## src/rtl/rtc_evt_pkg.sv

```systemverilog
package rtc_evt_pkg;
  localparam int ST_W   = 6;
  localparam int HOUR_W = 5;
  localparam int DOW_W  = 3;
  localparam int SEL_W  = 2;

  localparam int ST_ACK = 0;
  localparam int ST_ALM = 1;
  localparam int ST_SEC = 2;
  localparam int ST_TIM = 3;
  localparam int ST_CAL = 4;
  localparam int ST_ERR = 5;

  localparam int A_CTRL = 0;
  localparam int A_STAT = 1;
  localparam int A_CLR  = 2;
  localparam int A_MSET = 3;
  localparam int A_MCLR = 4;
  localparam int A_MASK = 5;

  typedef enum logic [SEL_W-1:0] {
    TS_MINUTE   = 2'd0,
    TS_HOUR     = 2'd1,
    TS_MIDNIGHT = 2'd2,
    TS_NOON     = 2'd3
  } tsel_e;

  typedef enum logic [SEL_W-1:0] {
    CS_WEEK  = 2'd0,
    CS_MONTH = 2'd1,
    CS_YEAR  = 2'd2,
    CS_RSVD  = 2'd3
  } csel_e;

  function automatic logic time_hit_f(tsel_e sel, logic min_t, logic hour_t,
                                      logic [HOUR_W-1:0] hr);
    logic r;
    unique case (sel)
      TS_MINUTE:   r = min_t;
      TS_HOUR:     r = hour_t;
      TS_MIDNIGHT: r = hour_t && (hr == HOUR_W'(0));
      default:     r = hour_t && (hr == HOUR_W'(12));
    endcase
    return r;
  endfunction

  function automatic logic cal_hit_f(csel_e sel, logic dow_t, logic [DOW_W-1:0] dow,
                                     logic [DOW_W-1:0] dow_first, logic mon_t, logic year_t);
    logic r;
    unique case (sel)
      CS_WEEK:  r = dow_t && (dow == dow_first);
      CS_MONTH: r = mon_t;
      CS_YEAR:  r = year_t;
      default:  r = 1'b0;
    endcase
    return r;
  endfunction
endpackage

```

## src/rtl/rtc_evt_decode.sv

```systemverilog
module rtc_evt_decode
  import rtc_evt_pkg::*;
#(
  parameter int DOW_FIRST = 1
) (
  input  tsel_e             tsel,
  input  csel_e             csel,
  input  logic              sec_tick,
  input  logic              min_tick,
  input  logic              hour_tick,
  input  logic              dow_tick,
  input  logic              mon_tick,
  input  logic              year_tick,
  input  logic [HOUR_W-1:0] hour_now,
  input  logic [DOW_W-1:0]  dow_now,
  input  logic              upd_ack_evt,
  input  logic              alarm_evt,
  input  logic              tderr_evt,
  output logic              time_hit,
  output logic              cal_hit,
  output logic [ST_W-1:0]   set_vec
);
  localparam logic [DOW_W-1:0] DOW_FIRST_V = DOW_W'(DOW_FIRST);

  assign time_hit = time_hit_f(tsel, min_tick, hour_tick, hour_now);
  assign cal_hit  = cal_hit_f(csel, dow_tick, dow_now, DOW_FIRST_V, mon_tick, year_tick);

  always_comb begin
    set_vec         = '0;
    set_vec[ST_ACK] = upd_ack_evt;
    set_vec[ST_ALM] = alarm_evt;
    set_vec[ST_SEC] = sec_tick;
    set_vec[ST_TIM] = time_hit;
    set_vec[ST_CAL] = cal_hit;
    set_vec[ST_ERR] = tderr_evt;
  end
endmodule

```

## src/rtl/rtc_evt_status.sv

```systemverilog
module rtc_evt_status
  import rtc_evt_pkg::*;
(
  input  logic            clk,
  input  logic            rst_n,
  input  logic [ST_W-1:0] set_vec,
  input  logic [ST_W-1:0] clr_vec,
  output logic [ST_W-1:0] status
);
  for (genvar i = 0; i < ST_W; i++) begin : g_flag
    always_ff @(posedge clk) begin
      if (!rst_n)          status[i] <= 1'b0;
      else if (set_vec[i]) status[i] <= 1'b1;
      else if (clr_vec[i]) status[i] <= 1'b0;
    end
  end
endmodule

```

## src/rtl/rtc_evt_mask.sv

```systemverilog
module rtc_evt_mask
  import rtc_evt_pkg::*;
(
  input  logic            clk,
  input  logic            rst_n,
  input  logic [ST_W-1:0] en_vec,
  input  logic [ST_W-1:0] dis_vec,
  input  logic [ST_W-1:0] status,
  output logic [ST_W-1:0] mask,
  output logic            irq
);
  always_ff @(posedge clk) begin
    if (!rst_n) mask <= '0;
    else        mask <= (mask & ~dis_vec) | en_vec;
  end

  assign irq = |(status & mask);
endmodule

```

## src/rtl/rtc_evt_flags.sv

```systemverilog
module rtc_evt_flags
  import rtc_evt_pkg::*;
#(
  parameter int DW        = 32,
  parameter int AW        = 3,
  parameter int DOW_FIRST = 1
) (
  input  logic              clk,
  input  logic              rst_n,
  input  logic              sec_tick,
  input  logic              min_tick,
  input  logic              hour_tick,
  input  logic              dow_tick,
  input  logic              mon_tick,
  input  logic              year_tick,
  input  logic [HOUR_W-1:0] hour_now,
  input  logic [DOW_W-1:0]  dow_now,
  input  logic              upd_ack_evt,
  input  logic              alarm_evt,
  input  logic              tderr_evt,
  input  logic              wr_en,
  input  logic [AW-1:0]     wr_addr,
  input  logic [DW-1:0]     wr_data,
  input  logic [AW-1:0]     rd_addr,
  output logic [DW-1:0]     rd_data,
  output logic              irq
);
  localparam int CTRL_W = 2 * SEL_W;

  tsel_e           tsel;
  csel_e           csel;
  logic            time_hit;
  logic            cal_hit;
  logic [ST_W-1:0] set_vec;
  logic [ST_W-1:0] clr_vec;
  logic [ST_W-1:0] en_vec;
  logic [ST_W-1:0] dis_vec;
  logic [ST_W-1:0] status;
  logic [ST_W-1:0] mask;
  logic            wr_ctrl;
  logic            unused_wr_hi;

  assign unused_wr_hi = ^wr_data[DW-1:CTRL_W];

  assign wr_ctrl = wr_en && (wr_addr == AW'(A_CTRL));
  assign clr_vec = (wr_en && (wr_addr == AW'(A_CLR)))  ? wr_data[ST_W-1:0] : '0;
  assign en_vec  = (wr_en && (wr_addr == AW'(A_MSET))) ? wr_data[ST_W-1:0] : '0;
  assign dis_vec = (wr_en && (wr_addr == AW'(A_MCLR))) ? wr_data[ST_W-1:0] : '0;

  always_ff @(posedge clk) begin
    if (!rst_n) begin
      tsel <= TS_MINUTE;
      csel <= CS_WEEK;
    end else if (wr_ctrl) begin
      tsel <= tsel_e'(wr_data[SEL_W-1:0]);
      csel <= csel_e'(wr_data[CTRL_W-1:SEL_W]);
    end
  end

  rtc_evt_decode #(.DOW_FIRST(DOW_FIRST)) u_decode (
    .tsel        (tsel),
    .csel        (csel),
    .sec_tick    (sec_tick),
    .min_tick    (min_tick),
    .hour_tick   (hour_tick),
    .dow_tick    (dow_tick),
    .mon_tick    (mon_tick),
    .year_tick   (year_tick),
    .hour_now    (hour_now),
    .dow_now     (dow_now),
    .upd_ack_evt (upd_ack_evt),
    .alarm_evt   (alarm_evt),
    .tderr_evt   (tderr_evt),
    .time_hit    (time_hit),
    .cal_hit     (cal_hit),
    .set_vec     (set_vec)
  );

  rtc_evt_status u_status (
    .clk     (clk),
    .rst_n   (rst_n),
    .set_vec (set_vec),
    .clr_vec (clr_vec),
    .status  (status)
  );

  rtc_evt_mask u_mask (
    .clk     (clk),
    .rst_n   (rst_n),
    .en_vec  (en_vec),
    .dis_vec (dis_vec),
    .status  (status),
    .mask    (mask),
    .irq     (irq)
  );

  always_comb begin
    rd_data = '0;
    unique case (rd_addr)
      AW'(A_CTRL): rd_data[CTRL_W-1:0] = {csel, tsel};
      AW'(A_STAT): rd_data[ST_W-1:0]   = status;
      AW'(A_MASK): rd_data[ST_W-1:0]   = mask;
      default:     rd_data = '0;
    endcase
  end
endmodule

```

## config.mk

```make
export PLATFORM = sky130hd
export DESIGN_NAME = rtc_evt_flags
export DESIGN_NICKNAME = d
export VERILOG_FILES = /design/src/rtl/rtc_evt_pkg.sv /design/src/rtl/rtc_evt_decode.sv /design/src/rtl/rtc_evt_status.sv /design/src/rtl/rtc_evt_mask.sv /design/src/rtl/rtc_evt_flags.sv
export SDC_FILE = /design/constraint.sdc
export NUM_CORES = 1
export LEC_CHECK = 0
export BUFFER_PORTS_ARGS = -buffer_cell sky130_fd_sc_hd__buf_2
export CAP_MARGIN = 20
export CORE_ASPECT_RATIO = 0.9
export CORE_UTILIZATION = 38
export CTS_CLUSTER_DIAMETER = 200
export CTS_CLUSTER_SIZE = 8
export DETAILED_ROUTE_END_ITERATION = 10
export GPL_TIMING_DRIVEN = 0
export PLACE_DENSITY = 0.79
export SLEW_MARGIN = 20
export SYNTH_ARGS = -nofsm -noshare
export SYNTH_HDL_FRONTEND = slang
export SYNTH_SLANG_ARGS = --single-unit
```

## constraint.sdc

```tcl
create_clock -name clk -period 1.21 [get_ports clk]
set_input_delay 0.121 -clock clk [delete_from_list [all_inputs] [get_ports clk]]
set_output_delay 0.121 -clock clk [all_outputs]
set_load 0.05 [all_outputs]
```

# --- Yosys cells after proc, flatten, opt, wreduce, memory -nomap -nowiden ---
# Cells that the tools add are included.
totals:
  word_cells: 62
  register_bits: 16
  input_bits: 58
classes:
  bitwise_logic: 4
  eq_ne: 11
  n_mux: 19
  n_reduce_logical: 19
ops:
  columns: ["cell", "count"]
  rows:
  - ["two-way mux 6 bit", 3]
  - ["AND 6 bit", 2]
  - ["two-way mux 1 bit", 12]
  - ["case mux 4 bit (3 select lines)", 1]
  - ["nonzero test 2 bit", 6]
  - ["logical AND 1 bit", 7]
  - ["== test 3 x 1 -> 1 bit, second input constant", 2]
  - ["== test 3 x 2 -> 1 bit, second input constant", 2]
  - ["== test 3 bit, second input constant", 2]
  - ["logical NOT 3 bit", 2]
  - ["NOT 6 bit", 1]
  - ["bitwise OR 6 bit", 1]
  - ["case mux 1 bit (3 select lines)", 2]
  - ["OR reduction 6 bit", 1]
  - ["== test 5 x 4 -> 1 bit, second input constant", 1]
  - ["logical NOT 5 bit", 1]
  - ["== test 2 x 1 -> 1 bit, second input constant", 2]
  - ["== test 2 bit, second input constant", 2]
  - ["logical NOT 2 bit", 2]
  - ["case mux 2 bit (2 select lines)", 1]

# --- Depth between registers and ports, before layout ---
# Gate-level depths: netlist of the first run.
logic_depth:
  ltp_word: 6
  mapped_depth: 4

# --- Cells and area by module ---
# From an unflattened synthesis of the first run, not the netlist that was laid out.
hier_totals:
  hier_cells: 142
  area_unflattened_um2: 1318.8
by_module_without_submodules:
  columns: ["module", "cells_per_inst", "area_per_inst_um2", "n_inst"]
  rows:
  - ["rtc_evt_flags", 85, 665.6, 1]
  - ["rtc_evt_mask", 22, 275.3, 1]
  - ["rtc_evt_status", 18, 247.7, 1]
  - ["rtc_evt_decode", 17, 130.1, 1]

# --- Least setup slack after synthesis of the first run ---
# No wires, ideal clock.
synth_path:
  path_type: "input to output"
  startpoint: "input rd_addr[0]"
  endpoint: "output rd_data[0]"
  path_buffers: 1
  required_ns: 1.089
  stages: 4
  t_arrival_ns: 1.300
  path_slack_ns: -0.211
  path_cell_list: "clkbuf_1 -> and2_1 -> a2bb2oi_1 -> nor2_1"
synth_between:
  elab_chain_len: 2
synth_lines:
  columns: ["element", "line_no", "text"]
  rows:
  - ["start: declaration", "rtc_evt_flags.sv:24", "input logic [AW-1:0] rd_addr,"]
  - ["== test 3 bit (tied with other cells)", "rtc_evt_flags.sv:99", "unique case (rd_addr)"]
  - ["case mux 4 bit (3 select lines) *", "rtc_evt_flags.sv:99", null]
  - ["end: declaration", "rtc_evt_flags.sv:25", "output logic [DW-1:0] rd_data,"]
# Every way passes the cells marked *; elsewhere a longest branch is shown, timed or not.

# --- Final worst setup path of the first run ---
layout_path:
  startpoint: "register u_status.status[3]"
  endpoint: "output rd_data[3]"
layout_between:
  elab_chain_len: 1
layout_lines:
  columns: ["element", "line_no", "text"]
  rows:
  - ["start: declaration", "rtc_evt_status.sv:8", "output logic [ST_W-1:0] status"]
  - ["start signal: indexed assignment", "rtc_evt_status.sv:12", "if (!rst_n) status[i] <= 1'b0;"]
  - ["start signal: indexed assignment", "rtc_evt_status.sv:13", "else if (set_vec[i]) status[i] <= 1'b1;"]
  - ["start signal: indexed assignment", "rtc_evt_status.sv:14", "else if (clr_vec[i]) status[i] <= 1'b0;"]
  - ["case mux 4 bit (3 select lines)", "rtc_evt_flags.sv:99", null]
# Every way passes these cells.

==> out/qor.txt, run 1 <==
Die W: 58.90 um
Final wirelength: 2.548 mm
Die Y: 53.21 um
DP Area: 1441 um^2
WL/cell: 10.71 um
Total power: 1.410 mW
Maximum fanout along the worst path: 3
Final instance area: 1629 um^2
Critical path class: flop to output port
CP Data Required Time: 1.09 ns
Rel. slew slack: 0.6681
Final Worst Setup Slack: -0.1054 ns
Most frequent cells in the layout: buf_4 (31), buf_2 (30), conb_1 (26)
PortBufs: 36
Fmax: 760.3 MHz
Vias in the first global route: 931
Util after Layout: 0.5929
Io pins: 91
Initial Util: 0.4030
Fin. Hold Viols: 0
Ant. Diodes: 0
Grt total ovfl: 0
Setup crit start kind: flop
Layout cells sized above 1: 0.5101
First-pass detailed-route iteration total: 4
Period minus WS final: 1.315 ns
Drt drc: 0
GRT Total Usage: 0.1764
Status: finished with violations
Measured slew at the worst slew-check pin: 0.4958 ns
Final Skew: 0.0003673 ns
Hold Path Cell Cnt: 2
FF-to-FF path depth: 4
Leak pwr: 0.7932 nW
Pwr dens: 865.4 nW/um^2
Ys Warns: 0
Cells after synthesis: 128
Hpwl dp: 1.873 mm
Htree depth: 1
Largest net degree at the start of global routing: 11
Mapped Area: 1107 um^2
Post-synth EDFFs: 0
Routed vias: 1043
Initial antenna violation count: 0
Dpl ws: -0.03555 ns
Period utilization: 1.087
Number of max-cap violations: 0
First-pass GRT wire length: 4.077 mm
Clock transition at path regs: 0.09 ns
Via density: 4.382
Fraction of registers with async set/reset: 0
Worst hold slack: 0.03141 ns
Synth Flop Type: dfxtp_1
CTS tree: built
Clock Latency Late Sink: 0.29 ns
Final GP Congestion: 0.8502
Final ANT Viol Nets: 0
Flops & latches, synth: 16
Failing checks: negative setup slack
Count of different cell masters after synthesis: 30
Clock sink count: 16
Hold Crit Class: primary input to flop
Area grow syn2layout: 47.12%
Final Setup Violations: 5
Total CTS buffers: 3
Crit end category: output port
Hold-fix buffers at CTS: 0
Maximum VDD drop: 510.8 uV
NumNets Final: 257
DRT iter0 DRCs: 6
CTS Buffer Depth: 2
Core area: 2748 um^2
Mean Syn Cell Area: 8.651 um^2
Root Driver: clkbuf_4
Crit path DAT: 1.19 ns
Seq/Total Area, Yosys: 0.2893
Die area: 3134 um^2
RSZ-0062 raised after global routing: yes
Commonest non-fill, non-tap cell in the layout: buf_4
FP Rows: 18
Slew Limit Fails: 0
-- metal layers --
metal	track usage	vias up	routed length, um
met4	0.09921	0	72
met2	0.2841	46	1177
met1	0.2168	449	1139
met3	0.03912	8	159
met5	0	-	0
li1	-	540	-
-- state kept, by name, summed over array words and instances (netlist names) --
signal,cells
csel,2
u_status.status,6
u_mask.mask,6
tsel,2
-- stage by stage --
step                       TNS, ns  std cells
after floorplan           -0.09598        153
after global placement     -0.1040        229
after detailed placement   -0.1007        229
after CTS                  -0.3622        237
after global routing       -0.6265        238
final                      -0.3655        238
-- worst paths after layout --
kind                                         start                 end  slack [ns]
worst min-delay path                      sec_tick  u_status.status[2]        0.03
worst min register to register      u_mask.mask[5]      u_mask.mask[5]        0.51
worst max-delay path            u_status.status[3]          rd_data[3]       -0.11
worst max register to register             tsel[0]  u_status.status[3]        0.04
-- synth_stat cells, types with 2 or more instances --
cell type,count,share of area
nand4bb_1,2,0.020
inv_1,6,0.020
a21boi_0,11,0.075
a22oi_1,3,0.020
nor2b_1,4,0.023
o21a_1,4,0.027
buf_4,26,0.18
a2bb2oi_1,4,0.032
o21ai_0,7,0.032
nand2_1,8,0.027
mux2i_1,11,0.099
nor3_1,2,0.0090
dfxtp_1,16,0.29
nor2_1,6,0.020
clkbuf_1,3,0.010
-- repair_timing --
action,4_1_cts,5_1_grt
gates resized for setup,29,10
cloned,0,0
setup endpoints to repair,7,7
pin swaps,2,3
setup buffers,4,1
-- critical path, stage by stage (launching register included) --
cell and delay [ns]:
dfxtp_2 0.35, mux2i_1 0.18, a2bb2oi_2 0.17, nor2_2 0.06, buf_6 0.15
-- power breakdown --
group          switching, mW  leakage (nW)  total [mW]  internal (mW)
clock network          0.174        0.0210       0.357          0.183
registers             0.0219         0.137       0.573          0.551
logic                  0.302         0.636       0.479          0.177
total                  0.498         0.793        1.41          0.912
-- final cells by class --
type / instances / area (um^2)
inverter: 6 / 22.52
sequential: 16 / 340.3
timing repair buffer: 41 / 261.5
tap: 40 / 50.05
buffer: 30 / 212.7
fill: 274 / 1119
multi-input combinational: 101 / 705.7
clock buffer: 4 / 36.28
-- kinds of logic (layout without fill, tap and decap cells) --
logic type / count (synthesis) / in the layout / share of synthesized area
multiplexers: 11 / 11 / 0.09944
buffers and inverters: 36 / 81 / 0.2113
other: 1 / 26 / 0.003387
flip-flops: 16 / 16 / 0.2893
AO/OA/AOI/OAI: 32 / 32 / 0.2124
AND/OR/NAND/NOR: 32 / 32 / 0.1842
(Power assumes the default switching activity.)
==> run 2, diff against run 1 <==
CORE_UTILIZATION = 41   (was 38)
PLACE_DENSITY = 0.84   (was 0.79)
clock period = 1.59 ns   (was 1.21 ns; I/O delays follow)
==> run 2 against run 1 <==
Against the previous run:
- the flow finishes with violations (design-rule violations)
- global-route usage down 1.6 points
- setup slack improved by 0.20 ns
- via count is 1.3% lower
- clock skew is essentially flat
- wire length fell by 7.5%
- critical endpoint unchanged
- hold slack better by 0.037 ns
- highest routed layer unchanged
- total power is 25% lower
- combinational power down 29%
- core utilization is 1.4 points lower
- clock power shrank 22%
- final area is 11% lower
- count of clock-buffer cells in the layout is the same
==> out/qor.txt, run 2 (same netlist as run 1, synthesis figures left out) <==
Post-CTS resize count: 0
Switching power: 0.3752 mW
Period minus WS final: 1.494 ns
Failing checks: design-rule violations
Final Skew: 0.0003125 ns
Clock sink count: 16
FP Rows: 17
Largest net degree at the start of global routing: 11
DRT iter0 DRCs: 26
Core area: 2510 um^2
Hpwl dp: 1.915 mm
Grt total ovfl: 0
Maximum fanout along the worst path: 5
Area grow syn2layout: 31.19%
Biggest regs: u_mask.mask: 6 flops, u_status.status: 6 flops
Final ANT Viol Nets: 0
Die area: 2913 um^2
Clock Latency Late Sink: 0.29 ns
Initial antenna violation count: 0
NumNets Final: 252
Layout cells sized above 1: 0.3523
Hold Crit Class: primary input to flop
Comb power frac: 0.322
RSZ-0062 raised after global routing: no
First-pass GRT wire length: 3.622 mm
Via density: 4.656
Seq pwr share: 0.412
Period utilization: 0.9394
Setup tns final: 0 ns
Crit path DAT: 1.33 ns
Maximum VDD drop: 558.7 uV
Total CTS buffers: 3
Status: finished with violations
FF-to-FF path depth: 3
Pwr dens: 723.4 nW/um^2
Die Y: 51.30 um
First-pass detailed-route iteration total: 8
Clock share of power: 0.266
Internal power: 0.6757 mW
Slowest cell on crit path: dfxtp_1
Hold Startpoint: alarm_evt
Fin. Hold Viols: 0
Switching Share: 0.3570
RR Endpoint: u_status.status[3]
Fmax: 669.5 MHz
Hold path endpoint: u_status.status[1]
Dpl ws: 0.2783 ns
Final GP Congestion: 0.8059
Root Driver: clkbuf_4
Final Worst Setup Slack: 0.09630 ns
Hold-fix buffers at CTS: 0
Routed vias: 1029
Fillcell total: 249
Io pins: 91
CP Data Required Time: 1.43 ns
Commonest non-fill, non-tap cell in the layout: buf_2
Slew Limit Fails: 0
GRT Total Usage: 0.1607
Hold Path Cell Cnt: 2
Most frequent cells in the layout: buf_2 (37), buf_4 (26), conb_1 (26)
Critical path class: flop to output port
PortBufs: 36
Setup crit start kind: flop
Reg2reg setup slack: 0.40 ns
WL/cell: 10.67 um
Crit end category: output port
Critical Path, Cell by Cell: mux2i_1 > a2bb2oi_1 > nor2_1 > buf_2
Setup Buffers After CTS: 0
Htree depth: 1
Final Setup Violations: 0
Die W: 56.78 um
Number of max-cap violations: 0
Vias in the first global route: 859
Leak pwr: 0.7463 nW
CTS Buffer Depth: 2
Drt drc: 10
Initial Util: 0.4412
Final wirelength: 2.358 mm
Clock transition at path regs: 0.10 ns
Util after Layout: 0.5788
Worst hold slack: 0.06798 ns
Ant. Diodes: 0
Critical R2R Launch: tsel[0]
CTS tree: built
Crit-path max cell delay: 0.42 ns
==> run 2: cell count changes in the layout (fill, tap and decap cells not counted), moves of 4 or more <==
cell and change:
buf_6 -7, a2bb2oi_2 -4, nor2_2 -4, buf_2 +7
nor2_1 +4, buf_4 -5, dfxtp_1 +14, dfxtp_2 -13
a2bb2oi_1 +4
==> run 2: worst max path at each step <==
stage	depth (start not counted)	startpoint	slack, ns	to
after floorplan	4	rd_addr[0]	0.09	rd_data[0]
after global placement	5	rd_addr[0]	0.33	rd_data[3]
after detailed placement	5	rd_addr[0]	0.28	rd_data[3]
after CTS	4	csel[1]	0.10	rd_data[3]
after global routing	4	tsel[0]	0.03	rd_data[0]
final	4	csel[1]	0.1	rd_data[3]
==> run 2: worst max-delay path: cells and delay by family (launching register included) <==
| kind | cells | cell delay [ns] |
|---|---|---|
| AO/OA/AOI/OAI | 1 | 0.15 |
| buffers and inverters | 1 | 0.26 |
| flip-flops | 1 | 0.42 |
| multiplexers | 1 | 0.12 |
| AND/OR/NAND/NOR | 1 | 0.08 |
==> run 2: layout make-up <==
cell class	instances	area, um^2	area share
multi-input combinational	101	646.9	0.4453
sequential	16	320.3	0.2205
buffer	30	211.5	0.1456
timing repair buffer	36	180.2	0.1240
clock buffer	4	36.28	0.02498
tap	28	35.03	0.02412
inverter	6	22.52	0.01550
==> run 2: layer usage <==
metal / share of wire / up-vias / wire length, um / GRT usage
met3: 0.067 / 7 / 159 / 0.01772
met4: 0.019 / 0 / 45 / 0.07317
met2: 0.47 / 46 / 1099 / 0.2857
met5: 0 / - / 0 / 0
met1: 0.45 / 446 / 1053 / 0.1960
li1: - / 530 / - / -
==> run 2: per-stage QoR <==
stage | area, um^2 | std cells | total power, mW
after detailed placement | 1416 | 217 | 0.7772
after floorplan | 1201 | 153 | 0.7080
after global placement | 1416 | 217 | 0.7734
after CTS | 1453 | 221 | 1.048
final | 1453 | 221 | 1.051
after global routing | 1453 | 221 | 1.086
==> run 2: power by group through the flow <==
stage	logic [mW]	registers (mW)	clock network [mW]
after floorplan	0.272	0.436	0
after global placement	0.332	0.441	0
after detailed placement	0.336	0.442	0
after CTS	0.336	0.432	0.280
after global routing	0.358	0.435	0.293
final	0.338	0.433	0.280
==> run 3, diff against run 2 <==
CORE_UTILIZATION = 38   (was 41)
PLACE_DENSITY = 0.79   (was 0.84)
clock period = 1.55 ns   (was 1.59 ns; I/O delays follow)
==> run 3 against run 2 <==
Against the previous run:
- the flow now finishes without violations
- count of clock-buffer cells in the layout is 1 lower
- clock power down 23%
- first-iteration DRC count is 23% lower
- core utilization decreased by 5.0 points
- hold slack better by 0.0066 ns
- sequential share of layout area about the same
- critical endpoint unchanged
- highest routed layer is now met3
==> out/qor.txt, run 3 (same netlist as run 1, synthesis figures left out) <==
Routed vias: 1005
First-pass detailed-route iteration total: 4
Die W: 58.90 um
Critical path class: flop to output port
Maximum fanout along the worst path: 5
Largest net degree at the start of global routing: 11
Setup crit start kind: flop
Comb power frac: 0.346
Root Driver: clkbuf_4
Die Y: 53.21 um
Switching Share: 0.3635
Slowest cell on crit path: dfxtp_1
Total power: 1.005 mW
Total CTS buffers: 3
CTS tree: built
Final Skew: 0.0003814 ns
Io pins: 91
Most frequent cells in the layout: buf_2 (37), buf_4 (26), conb_1 (26)
Final ANT Viol Nets: 0
Grt total ovfl: 0
Fin. Hold Viols: 0
Critical Path, Cell by Cell: mux2i_1 > a2bb2oi_1 > nor2_1 > buf_2
NumNets Final: 252
Via density: 4.332
Core area: 2748 um^2
Hpwl dp: 1.902 mm
Clock Latency Late Sink: 0.28 ns
Status: complete, no violations
Clock share of power: 0.214
Pwr dens: 691.4 nW/um^2
Leak pwr: 0.7391 nW
Seq pwr share: 0.440
Htree depth: 1
Initial antenna violation count: 0
Hold-fix buffers at CTS: 0
GRT Total Usage: 0.1499
WL/cell: 9.944 um
Critical R2R Launch: tsel[0]
Hold Crit Class: primary input to flop
Hold Path Cell Cnt: 2
CTS Buffer Depth: 2
Drt drc: 0
Biggest regs: u_mask.mask: 6 flops, u_status.status: 6 flops
Slew Limit Fails: 0
Post-CTS resize count: 0
Maximum VDD drop: 395.1 uV
Final Setup Violations: 0
Reg2reg setup slack: 0.38 ns
Fmax: 687.1 MHz
Hold Startpoint: tderr_evt
RSZ-0062 raised after global routing: no
FF-to-FF path depth: 3
Crit end category: output port
Final wirelength: 2.307 mm
PortBufs: 36
Switching power: 0.3654 mW
Initial Util: 0.4030
Vias in the first global route: 790
Clock transition at path regs: 0.09 ns
Crit path DAT: 1.30 ns
Area grow syn2layout: 31.30%
Period utilization: 0.9390
Setup Buffers After CTS: 0
FP Rows: 18
Die area: 3134 um^2
Hold path endpoint: u_status.status[5]
Commonest non-fill, non-tap cell in the layout: buf_2
Clock sink count: 16
DRT iter0 DRCs: 20
Setup tns final: 0 ns
Final GP Congestion: 0.7327
Crit-path max cell delay: 0.41 ns
Number of max-cap violations: 0
Layout cells sized above 1: 0.3490
DP Area: 1431 um^2
Final instance area: 1454 um^2
Ant. Diodes: 0
Period minus WS final: 1.455 ns
Internal power: 0.6399 mW
CP Data Required Time: 1.39 ns
First-pass GRT wire length: 3.498 mm
RR Endpoint: u_status.status[3]
==> run 3: cell types whose count changed in the layout (fill, tap and decap cells not counted), sizes merged <==
| cell | delta |
|---|---|
| clkbuf | -1 |
==> run 3: layer usage <==
layer	vias up	global-route usage	wire [um]
met2	54	0.2614	1020
met1	426	0.1935	1060
met3	0	0.02200	226
met4	0	0.03571	0
li1	525	-	-
met5	-	0	0
==> run 3: metrics by stage <==
stage	hold slack (ns)	setup slack, ns	utilization	instances
CTS	0.07506	0.1031	0.5291	232
floorplan	0.2789	0.06123	-	153
finish	0.07459	0.09456	0.5291	232
global placement	0.3650	0.1711	0.5209	229
global route	0.07863	0.001233	0.5291	232
detailed placement	0.3674	0.1906	0.5209	229
==> run 3: worst max-delay path by stage <==
stage / startpoint / end / cells past startpoint
2_1_floorplan: rd_addr[0] / rd_data[0] / 4
6_report: csel[1] / rd_data[3] / 4
3_5_place_dp: rd_addr[0] / rd_data[2] / 5
4_1_cts: csel[1] / rd_data[3] / 4
3_3_place_gp: rd_addr[0] / rd_data[3] / 5
5_1_grt: csel[1] / rd_data[3] / 4
==> run 3: power groups by stage <==
stage / clock network [mW] / registers [mW] / logic, mW
4_1_cts: 0.217 / 0.442 / 0.346
6_report: 0.215 / 0.442 / 0.347
5_1_grt: 0.231 / 0.444 / 0.370
2_1_floorplan: 0 / 0.447 / 0.279
3_5_place_dp: 0 / 0.452 / 0.345
3_3_place_gp: 0 / 0.451 / 0.344
==> run 3: final cells by class <==
class	count	area [um^2]
inverter	6	22.52
tap	40	50.05
fill	285	1294
multi-input combinational	101	646.9
sequential	16	320.3
buffer	30	211.5
timing repair buffer	36	180.2
clock buffer	3	22.52
==> run 3: critical path, delay by kind of cell, from the launching register on <==
family	cells	cell delay, ns
flops	1	0.41
buf+inv	1	0.28
compound gates	1	0.14
mux	1	0.10
simple gates	1	0.10
